<file path="src/rtl/audio_pwm_pkg.sv">
package audio_pwm_pkg;

  // Strobes from control to datapath, one cycle each
  typedef struct packed {
    logic pushHi;  // queue the high lane ahead of the low lane
    logic pushLo;  // queue the low lane
    logic pop;     // load the head byte as the next duty value
    logic flush;   // empty the queue and clear the duty value
    logic ovfSet;  // a write was refused
    logic outEn;   // modulator running
  } pwm_strobe_t;

endpackage

</file>
<file path="src/rtl/apf_ctrl.sv">
module apf_ctrl
  import audio_pwm_pkg::*;
#(
  parameter int SW    = 8,
  parameter int DEPTH = 4,
  parameter int CW    = $clog2(DEPTH + 1)
) (
  input  logic          clk,
  input  logic          rstN,
  input  logic          enable,
  input  logic [SW-1:0] period,
  input  logic          wrStrobe,
  input  logic [1:0]    wrByteEn,
  input  logic [CW-1:0] fifoCount,
  output logic [SW-1:0] cnt,
  output pwm_strobe_t   strobe
);

  localparam logic [CW-1:0] DepthC = CW'(DEPTH);

  logic [1:0]    needSlots;
  logic [CW-1:0] freeSlots;
  logic          wrValid;
  logic          wrAccept;
  logic          atWrap;

  always_comb begin
    unique case (wrByteEn)
      2'b11:   needSlots = 2'd2;
      2'b01:   needSlots = 2'd1;
      default: needSlots = 2'd0;
    endcase
  end

  assign freeSlots = DepthC - fifoCount;
  assign wrValid   = enable && wrStrobe && (needSlots != 2'd0);
  assign wrAccept  = wrValid && (freeSlots >= CW'(needSlots));
  assign atWrap    = (cnt == period);

  always_comb begin
    strobe        = '0;
    strobe.outEn  = enable;
    strobe.flush  = !enable;
    strobe.pushLo = wrAccept;
    strobe.pushHi = wrAccept && (needSlots == 2'd2);
    strobe.ovfSet = wrValid && !wrAccept;
    strobe.pop    = enable && atWrap && (fifoCount != '0);
  end

  always_ff @(posedge clk or negedge rstN) begin
    if (!rstN) begin
      cnt <= '0;
    end else if (!enable) begin
      cnt <= '0;
    end else if (atWrap) begin
      cnt <= '0;
    end else begin
      cnt <= cnt + SW'(1);
    end
  end

endmodule

</file>
<file path="src/rtl/apf_datapath.sv">
module apf_datapath
  import audio_pwm_pkg::*;
#(
  parameter int SW    = 8,
  parameter int DEPTH = 4,
  parameter int CW    = $clog2(DEPTH + 1)
) (
  input  logic            clk,
  input  logic            rstN,
  input  pwm_strobe_t     strobe,
  input  logic [2*SW-1:0] wrData,
  input  logic            ovfRead,
  input  logic [SW-1:0]   cnt,
  output logic [CW-1:0]   fifoCount,
  output logic [SW-1:0]   duty,
  output logic            pwmOut,
  output logic            fifoEmpty,
  output logic            fifoNotFull,
  output logic            ovfFlag
);

  // DEPTH must be a power of two so pointers wrap naturally
  localparam int PW = (DEPTH > 1) ? $clog2(DEPTH) : 1;
  typedef logic [PW-1:0] ptr_t;

  logic [SW-1:0] slotMem [DEPTH];
  ptr_t          wrPtr;
  ptr_t          rdPtr;
  logic [SW-1:0] hiByte;
  logic [SW-1:0] loByte;
  logic [CW-1:0] pushCount;

  assign hiByte    = wrData[2*SW-1:SW];
  assign loByte    = wrData[SW-1:0];
  assign pushCount = CW'(strobe.pushHi) + CW'(strobe.pushLo);

  always_ff @(posedge clk) begin
    if (!strobe.flush) begin
      if (strobe.pushHi) begin
        slotMem[wrPtr]             <= hiByte;
        slotMem[wrPtr + ptr_t'(1)] <= loByte;
      end else if (strobe.pushLo) begin
        slotMem[wrPtr] <= loByte;
      end
    end
  end

  always_ff @(posedge clk or negedge rstN) begin
    if (!rstN) begin
      wrPtr     <= '0;
      rdPtr     <= '0;
      fifoCount <= '0;
      duty      <= '0;
    end else if (strobe.flush) begin
      wrPtr     <= '0;
      rdPtr     <= '0;
      fifoCount <= '0;
      duty      <= '0;
    end else begin
      if (strobe.pop) begin
        duty  <= slotMem[rdPtr];
        rdPtr <= rdPtr + ptr_t'(1);
      end
      wrPtr     <= wrPtr + ptr_t'(pushCount);
      fifoCount <= fifoCount + pushCount - CW'(strobe.pop);
    end
  end

  always_ff @(posedge clk or negedge rstN) begin
    if (!rstN) begin
      ovfFlag <= 1'b0;
    end else if (strobe.ovfSet) begin
      ovfFlag <= 1'b1;
    end else if (ovfRead) begin
      ovfFlag <= 1'b0;
    end
  end

  assign pwmOut      = strobe.outEn && (cnt < duty);
  assign fifoEmpty   = (fifoCount == '0);
  assign fifoNotFull = (fifoCount < CW'(DEPTH));

endmodule

</file>
<file path="src/rtl/audio_sample_pwm.sv">
module audio_sample_pwm
  import audio_pwm_pkg::*;
#(
  parameter int SW    = 8,
  parameter int DEPTH = 4
) (
  input  logic            clk,
  input  logic            rstN,
  input  logic            enable,
  input  logic [SW-1:0]   period,
  input  logic            wrStrobe,
  input  logic [1:0]      wrByteEn,
  input  logic [2*SW-1:0] wrData,
  input  logic            ovfRead,
  output logic            pwmOut,
  output logic            fifoEmpty,
  output logic            fifoNotFull,
  output logic            ovfFlag
);

  localparam int CW = $clog2(DEPTH + 1);

  pwm_strobe_t   strobe;
  logic [CW-1:0] fifoCount;
  logic [SW-1:0] cnt;
  logic [SW-1:0] duty;

  apf_ctrl #(.SW(SW), .DEPTH(DEPTH), .CW(CW)) u_ctrl (
    .clk       (clk),
    .rstN      (rstN),
    .enable    (enable),
    .period    (period),
    .wrStrobe  (wrStrobe),
    .wrByteEn  (wrByteEn),
    .fifoCount (fifoCount),
    .cnt       (cnt),
    .strobe    (strobe)
  );

  apf_datapath #(.SW(SW), .DEPTH(DEPTH), .CW(CW)) u_dp (
    .clk         (clk),
    .rstN        (rstN),
    .strobe      (strobe),
    .wrData      (wrData),
    .ovfRead     (ovfRead),
    .cnt         (cnt),
    .fifoCount   (fifoCount),
    .duty        (duty),
    .pwmOut      (pwmOut),
    .fifoEmpty   (fifoEmpty),
    .fifoNotFull (fifoNotFull),
    .ovfFlag     (ovfFlag)
  );

endmodule

</file>
<file path="config.mk">
export PLATFORM = sky130hd
export DESIGN_NAME = audio_sample_pwm
export DESIGN_NICKNAME = d
export VERILOG_FILES = /design/src/rtl/audio_pwm_pkg.sv /design/src/rtl/apf_ctrl.sv /design/src/rtl/apf_datapath.sv /design/src/rtl/audio_sample_pwm.sv
export SDC_FILE = /design/constraint.sdc
export NUM_CORES = 1
export LEC_CHECK = 0
export ABC_CLOCK_PERIOD_IN_PS = 3000
export BUFFER_PORTS_ARGS = -buffer_cell sky130_fd_sc_hd__buf_2
export CAP_MARGIN = 20
export CORE_MARGIN = 1
export CORE_UTILIZATION = 53
export CTS_CLUSTER_DIAMETER = 200
export DETAILED_ROUTE_END_ITERATION = 8
export GPL_ROUTABILITY_DRIVEN = 0
export GPL_TIMING_DRIVEN = 0
export PLACE_DENSITY = 0.76
export SLEW_MARGIN = 20
export SYNTH_ARGS = -nofsm -noshare
export SYNTH_HDL_FRONTEND = slang
export SYNTH_HIERARCHICAL = 1
export SYNTH_SLANG_ARGS = --single-unit
</file>
<file path="constraint.sdc">
create_clock -name clk -period 3 [get_ports clk]
set_input_delay 0.15 -clock clk [delete_from_list [all_inputs] [get_ports clk]]
set_output_delay 0.15 -clock clk [all_outputs]
set_load 0.05 [all_outputs]
</file>
Word-level counts from Yosys, hierarchy flattened

Memories as Yosys holds them, arrays and structs flattened.
Index checks and enable logic that the tools add are counted.

$add $sub $neg: 8
Order comparisons: 3
Equal/unequal tests: 5
Mux-type cells: 19
Bitwise gates (word level): 1
Reduce and logical (&&, ||, !) cells: 13

Operators with widths:

| kind                                                   | number |
|---|---|
| 2-to-1 mux 8 bit                                       | 5 |
| 2-to-1 mux 1 bit                                       | 9 |
| adder 8 x 1 -> 8 bit (second input constant)           | 1 |
| equality test 8 bit                                    | 1 |
| logical AND 1 bit                                      | 8 |
| < comparator 8 bit                                     | 1 |
| 2-to-1 mux 2 bit                                       | 3 |
| adder 2 x 1 -> 2 bit (second input constant)           | 2 |
| equality test 2 bit (second input constant)            | 2 |
| case mux 2 bit (2 select lines)                        | 1 |
| nonzero test 2 bit                                     | 2 |
| adder 3 bit                                            | 1 |
| greater-or-equal comparator 3 x 2 -> 1 bit             | 1 |
| zero test 3 bit                                        | 1 |
| < comparator 3 bit (second input constant)             | 1 |
| 2-to-1 mux 3 bit                                       | 1 |
| nonzero test 3 bit                                     | 1 |
| subtractor 3 x 1 -> 3 bit                              | 1 |
| subtractor 3 bit (first input constant)                | 1 |
| adder 1 x 1 -> 2 bit                                   | 1 |
| adder 2 bit                                            | 1 |
| equality test 2 x 1 -> 1 bit (second input constant)   | 1 |
| inequality test 2 x 1 -> 1 bit (second input constant) | 1 |
| zero test 1 bit                                        | 1 |
| bitwise OR 1 bit                                       | 1 |

Flip-flop bits (word level): 24
Bits in writable memories: 32
Bits of input ports: 31
Output and inout port bits: 4
Word-level logic and storage cells: 56
Memories kept: 1

Memory list:

| memory       | words | bits a word | rd ports | clocked after memory_dff | wr ports | RTL line           | text |
|---|---|---|---|---|---|---|---|
| u_dp.slotMem | 4     | 8           | 1        | 0                        | 2        | apf_datapath.sv:26 | `logic [SW-1:0] slotMem [DEPTH];` |

Depth between registers and ports, before layout

Depth after elaboration: 10
Mapped depth: 15
Depth with buffers taken out: 15

Cells and area by module

Netlist, hierarchy kept.

By module, submodules not included:

| module       | times used | cells each | area an instance (um^2) | sequential area each (um^2) |
|---|---|---|---|---|
| apf_datapath | 1          | 181        | 2592.5                  | 1361.3 |
| apf_ctrl     | 1          | 64         | 639.4                   | 200.2 |

Least setup slack after synthesis

No wires, ideal clock.

Path kind: register -> register
Start point: reg u_dp.fifoCount[0]
End point: reg u_dp.fifoCount[2]
Setup time: 132 ps
Arrival: 3025 ps
Data required time: 2868 ps
Setup slack: -156 ps
Cell stages (with the launch flop): 15
Buffers on the path: 0
Clock period less this slack: 3156 ps
Path through: dfrtp_1 > inv_1 > ha_1 > ha_1 > a21oi_1 > nor3b_1 > inv_1 > ha_1 > ha_1 > inv_1 > ha_1 > inv_1 > fa_1 > xnor2_1 > nor2_1

RTL lines:

| what                   | RTL line           | text |
|---|---|---|
| start, declared        | apf_datapath.sv:14 | `output logic [CW-1:0] fifoCount,` |
| start signal, assigned | apf_datapath.sv:65 | `fifoCount <= fifoCount + pushCount - CW'(strobe.pop);` |

Final worst setup path

Start point: reg u_dp.fifoCount[0]
End point: reg u_dp.fifoCount[2]

Cells in the longest elaborated chain, start to end: 8
Elaborated cells on any way between the ends: 10
Those cells by class: add/sub: 4; order compare: 1; mux: 1; reduce/logical: 4

RTL lines:

| what                                         | RTL line           | text |
|---|---|---|
| subtractor 3 bit *                           | apf_ctrl.sv:35     | `assign freeSlots = DepthC - fifoCount;` |
| greater-or-equal comparator 3 x 2 -> 1 bit * | apf_ctrl.sv:37     | `assign wrAccept = wrValid && (freeSlots >= CW'(needSlots));` |
| logical AND 1 bit *                          | apf_ctrl.sv:37     |  |
| net u_ctrl.wrAccept                          | apf_ctrl.sv:24     | `logic wrAccept;` |
| logical AND 1 bit                            | apf_ctrl.sv:45     | `strobe.pushHi = wrAccept && (needSlots == 2'd2);` |
| adder 1 x 1 -> 2 bit *                       | apf_datapath.sv:35 | `assign pushCount = CW'(strobe.pushHi) + CW'(strobe.pushLo);` |
| adder 3 bit *                                | apf_datapath.sv:65 |  |
| subtractor 3 x 1 -> 3 bit *                  | apf_datapath.sv:65 |  |
| 2-to-1 mux 3 bit *                           | apf_datapath.sv:54 | `end else if (strobe.flush) begin` |

The timed path passes the listed nets; every way through them passes the cells marked *.
A chain may end at the register's enable or synchronous reset.

==> flow_summary.json <==
{
  "p_per_area_mw_per_mm2": 421,
  "antenna_found_initial": 0,
  "drt-total-wl_um": 5970,
  "io_buffers": 34,
  "rsz0062_at_grt": "false",
  "synth.largest_area_cell": "edfxtp_1",
  "crit_arrival_ps": 3060,
  "fin_worst_skew_ps": 8.89,
  "grt_pass1_wl_um": 9780,
  "postRouteAntennaNets": 0,
  "wl_met3_um": 223,
  "clock_sink_count": 56,
  "yosysWarnings": 6,
  "syn-num-nets": 295,
  "insertion_delay_ps": 320,
  "clk_pin_slew_ps": 110,
  "placed_area_mm2": 0.00351,
  "grt_usage_pct": 20.5,
  "yosysTopAreaCellShare_pct": 29.7,
  "via_per_inst": 5.61,
  "worst_r2r_path_depth": 15,
  "finalHoldViolations": 0,
  "first_pass_iters": 4,
  "run_status": "finished, final reports clean",
  "grt_pass1_vias": 2052,
  "finalCritPeriodShare_pct": 95.4,
  "async_reset_ff_share_pct": 42.9,
  "coreArea_mm2": 0.00589,
  "ir_drop_mv": 0.220,
  "fmax_mhz": 349,
  "end_kind": "register",
  "synth.yosys.seq_area_share_pct": 48.3,
  "critical_path.max_fanout": 2,
  "cp-startpoint": "u_dp/fifoCount[0]",
  "cts_root_buffer": "clkbuf_8",
  "drc": 0,
  "via_count": 2054,
  "synth_area_mm2": 0.00323,
  "fin_crit_ps": 2860,
  "setup_viol": 0,
  "nFillCells": 465,
  "wl_met2_um": 3030,
  "min_path_type": "in -> reg",
  "leakage_nw": 1.42,
  "syn_avg_cell_area_um2": 13.2,
  "final_area_mm2": 0.00369,
  "r2r_start": "u_dp/fifoCount[0]",
  "path_class": "reg -> reg",
  "initial_utilization_pct": 54.9,
  "yosys_register_bits": 56,
  "met1_length_um": 2620,
  "max_slew_margin_pct": 40.2,
  "synth_enable_flop_cells": 32,
  "yosys-top-cells-area": "edfxtp_1 (30%), dfrtp_1 (19%), mux2_2 (11%), ha_1 (7.0%), mux4_2 (5.6%)",
  "die_w_um": 80.1,
  "rows": 28,
  "start_kind": "register",
  "grt_max_degree": 25,
  "wl_per_cell_um": 16.3,
  "cp-endpoint": "u_dp/fifoCount[2]",
  "yosys.cell_types.count": 38,
  "die_area_mm2": 0.00641,
  "cts_htree_levels": 2,
  "ctsLongestPathBuffers": 2,
  "syn_to_final_growth_pct": 14.3,
  "cts_tree": "done",
  "overflow": 0,
  "max-cap-violations": 0,
  "ys.flop_type": "edfxtp_1",
  "cp.required_ps": 3200,
  "nets": 340,
  "drt_iter0_drc": 93,
  "finalSetupTns_ps": 0,
  "synth_common_cells": "edfxtp_1 (32), mux2_2 (32), dfrtp_1 (24)",
  "postSynthCellCount": 245,
  "slew_violations": 0,
  "hpwlAfterDp_um": 4220,
  "antennaDiodeCount": 0,
  "cts_inserted_buffers": 5,
  "ff2ff_setup_slack_ps": 140,
  "rr_endpoint": "u_dp/fifoCount[2]",
  "layout-drive-gt1-share_pct": 37.5,
  "highest_layer": "met4",
  "tightest_slew_ps": 893,
  "io_pins": 35,
  "die_y_um": 80.1
}
## cell families (layout without fill, tap and decap cells)
family | Yosys count | count (layout) | share of synthesized area (%)
flops | 56 | 56 | 48.3
simple gates | 45 | 45 | 8.79
mux | 40 | 40 | 16.7
compound gates | 35 | 35 | 8.90
buf+inv | 32 | 78 | 4.80
fa+ha+maj | 19 | 19 | 7.59
xor+xnor | 18 | 18 | 4.88
## cell type report
cell class | instances | area (um^2) | area share, %
multi-input cells | 157 | 1580 | 42.9
flip-flops and latches | 56 | 1560 | 42.3
repair buffers | 38 | 203 | 5.49
well taps | 75 | 93.8 | 2.54
inverters | 21 | 78.8 | 2.13
plain buffers | 11 | 76.3 | 2.07
clock buffers | 5 | 68.8 | 1.86
clock inverters | 3 | 28.8 | 0.779
## timing repair
item / in CTS / in global routing
hold endpoints to repair: 24 / 0
endpoints found under the setup margin: 26 / 29
setup buffers: 2 / 1
gates resized for setup: 2 / 7
pin swaps: 1 / 2
hold buffers: 1 / 0
## metrics by stage
step / total power, W / setup slack (ps) / instances / utilization, % / hold WS [ps]
after global placement: 0.00108 / -380 / 354 / 59.5 / 165
after detailed placement: 0.00109 / -218 / 354 / 59.7 / 167
after floorplan: 0.00102 / 44.5 / 245 / - / -146
after global routing: 0.00162 / 1.19 / 366 / 62.8 / 108
after CTS: 0.00155 / 10.6 / 365 / 61.9 / 86.8
final: 0.00155 / 137 / 366 / 62.8 / 96.8
## how the worst min path moves through the flow
stage / startpoint / to / slack [ps] / cells past startpoint
final: ovfRead / u_dp/ovfFlag / 100 / 3
after detailed placement: rstN / u_dp/fifoCount[0] / 170 / 1
after global routing: ovfRead / u_dp/ovfFlag / 110 / 3
after global placement: rstN / u_dp/fifoCount[0] / 170 / 1
after CTS: ovfRead / u_dp/ovfFlag / 90 / 3
after floorplan: rstN / u_ctrl/cnt[0] / -150 / 0
## placed cells by master (no fill, tap or decap), types with 2 or more instances in the layout
cell type,n
a211oi_1,7
a21o_1,2
a21oi_1,2
a21oi_4,4
a221oi_1,4
a22o_1,5
buf_2,35
buf_4,6
buf_6,3
clkbuf_1,4
clkbuf_8,5
dfrtp_1,24
edfxtp_1,32
ha_1,16
ha_4,2
inv_1,18
inv_2,2
inv_6,2
mux2_2,32
mux4_2,8
nand2_1,7
nand2b_1,2
nand3_1,4
nand3b_1,3
nor2_1,8
nor2b_1,4
nor3b_1,3
nor4_4,2
o21ai_0,5
o31ai_1,3
or3_1,3
xnor2_1,7
xor2_1,11
## critical path, cell delays in order, from the launching register on
cell      delay, ps
dfrtp_1         410
inv_2            90
ha_4            210
ha_4            150
nand2b_4        150
a21oi_4         150
nor2_1           70
buf_4           140
ha_1            310
ha_1            280
inv_1            50
ha_1            130
inv_1            50
fa_1            370
xnor2_1         140
nor2_1           50
## metal layers
layer,GRT usage [%],up-vias
met2,36.3,53
met4,6.07,0
li1,-,998
met5,0,-
met1,25.3,994
met3,3.86,9
## power by group
part,internal [W],switching (W)
clock,0.000177,0.000270
combinational,0.000118,0.000141
sequential,0.000835,0.0000129
## registers in the layout (all words and copies together), names as in the netlist
signal and count:
u_ctrl/cnt 8, u_dp/duty 8, u_dp/fifoCount 3, u_dp/ovfFlag 1
u_dp/rdPtr 2, u_dp/slotMem 32, u_dp/wrPtr 2
Note: power is estimated with default switching activity, not from simulation.
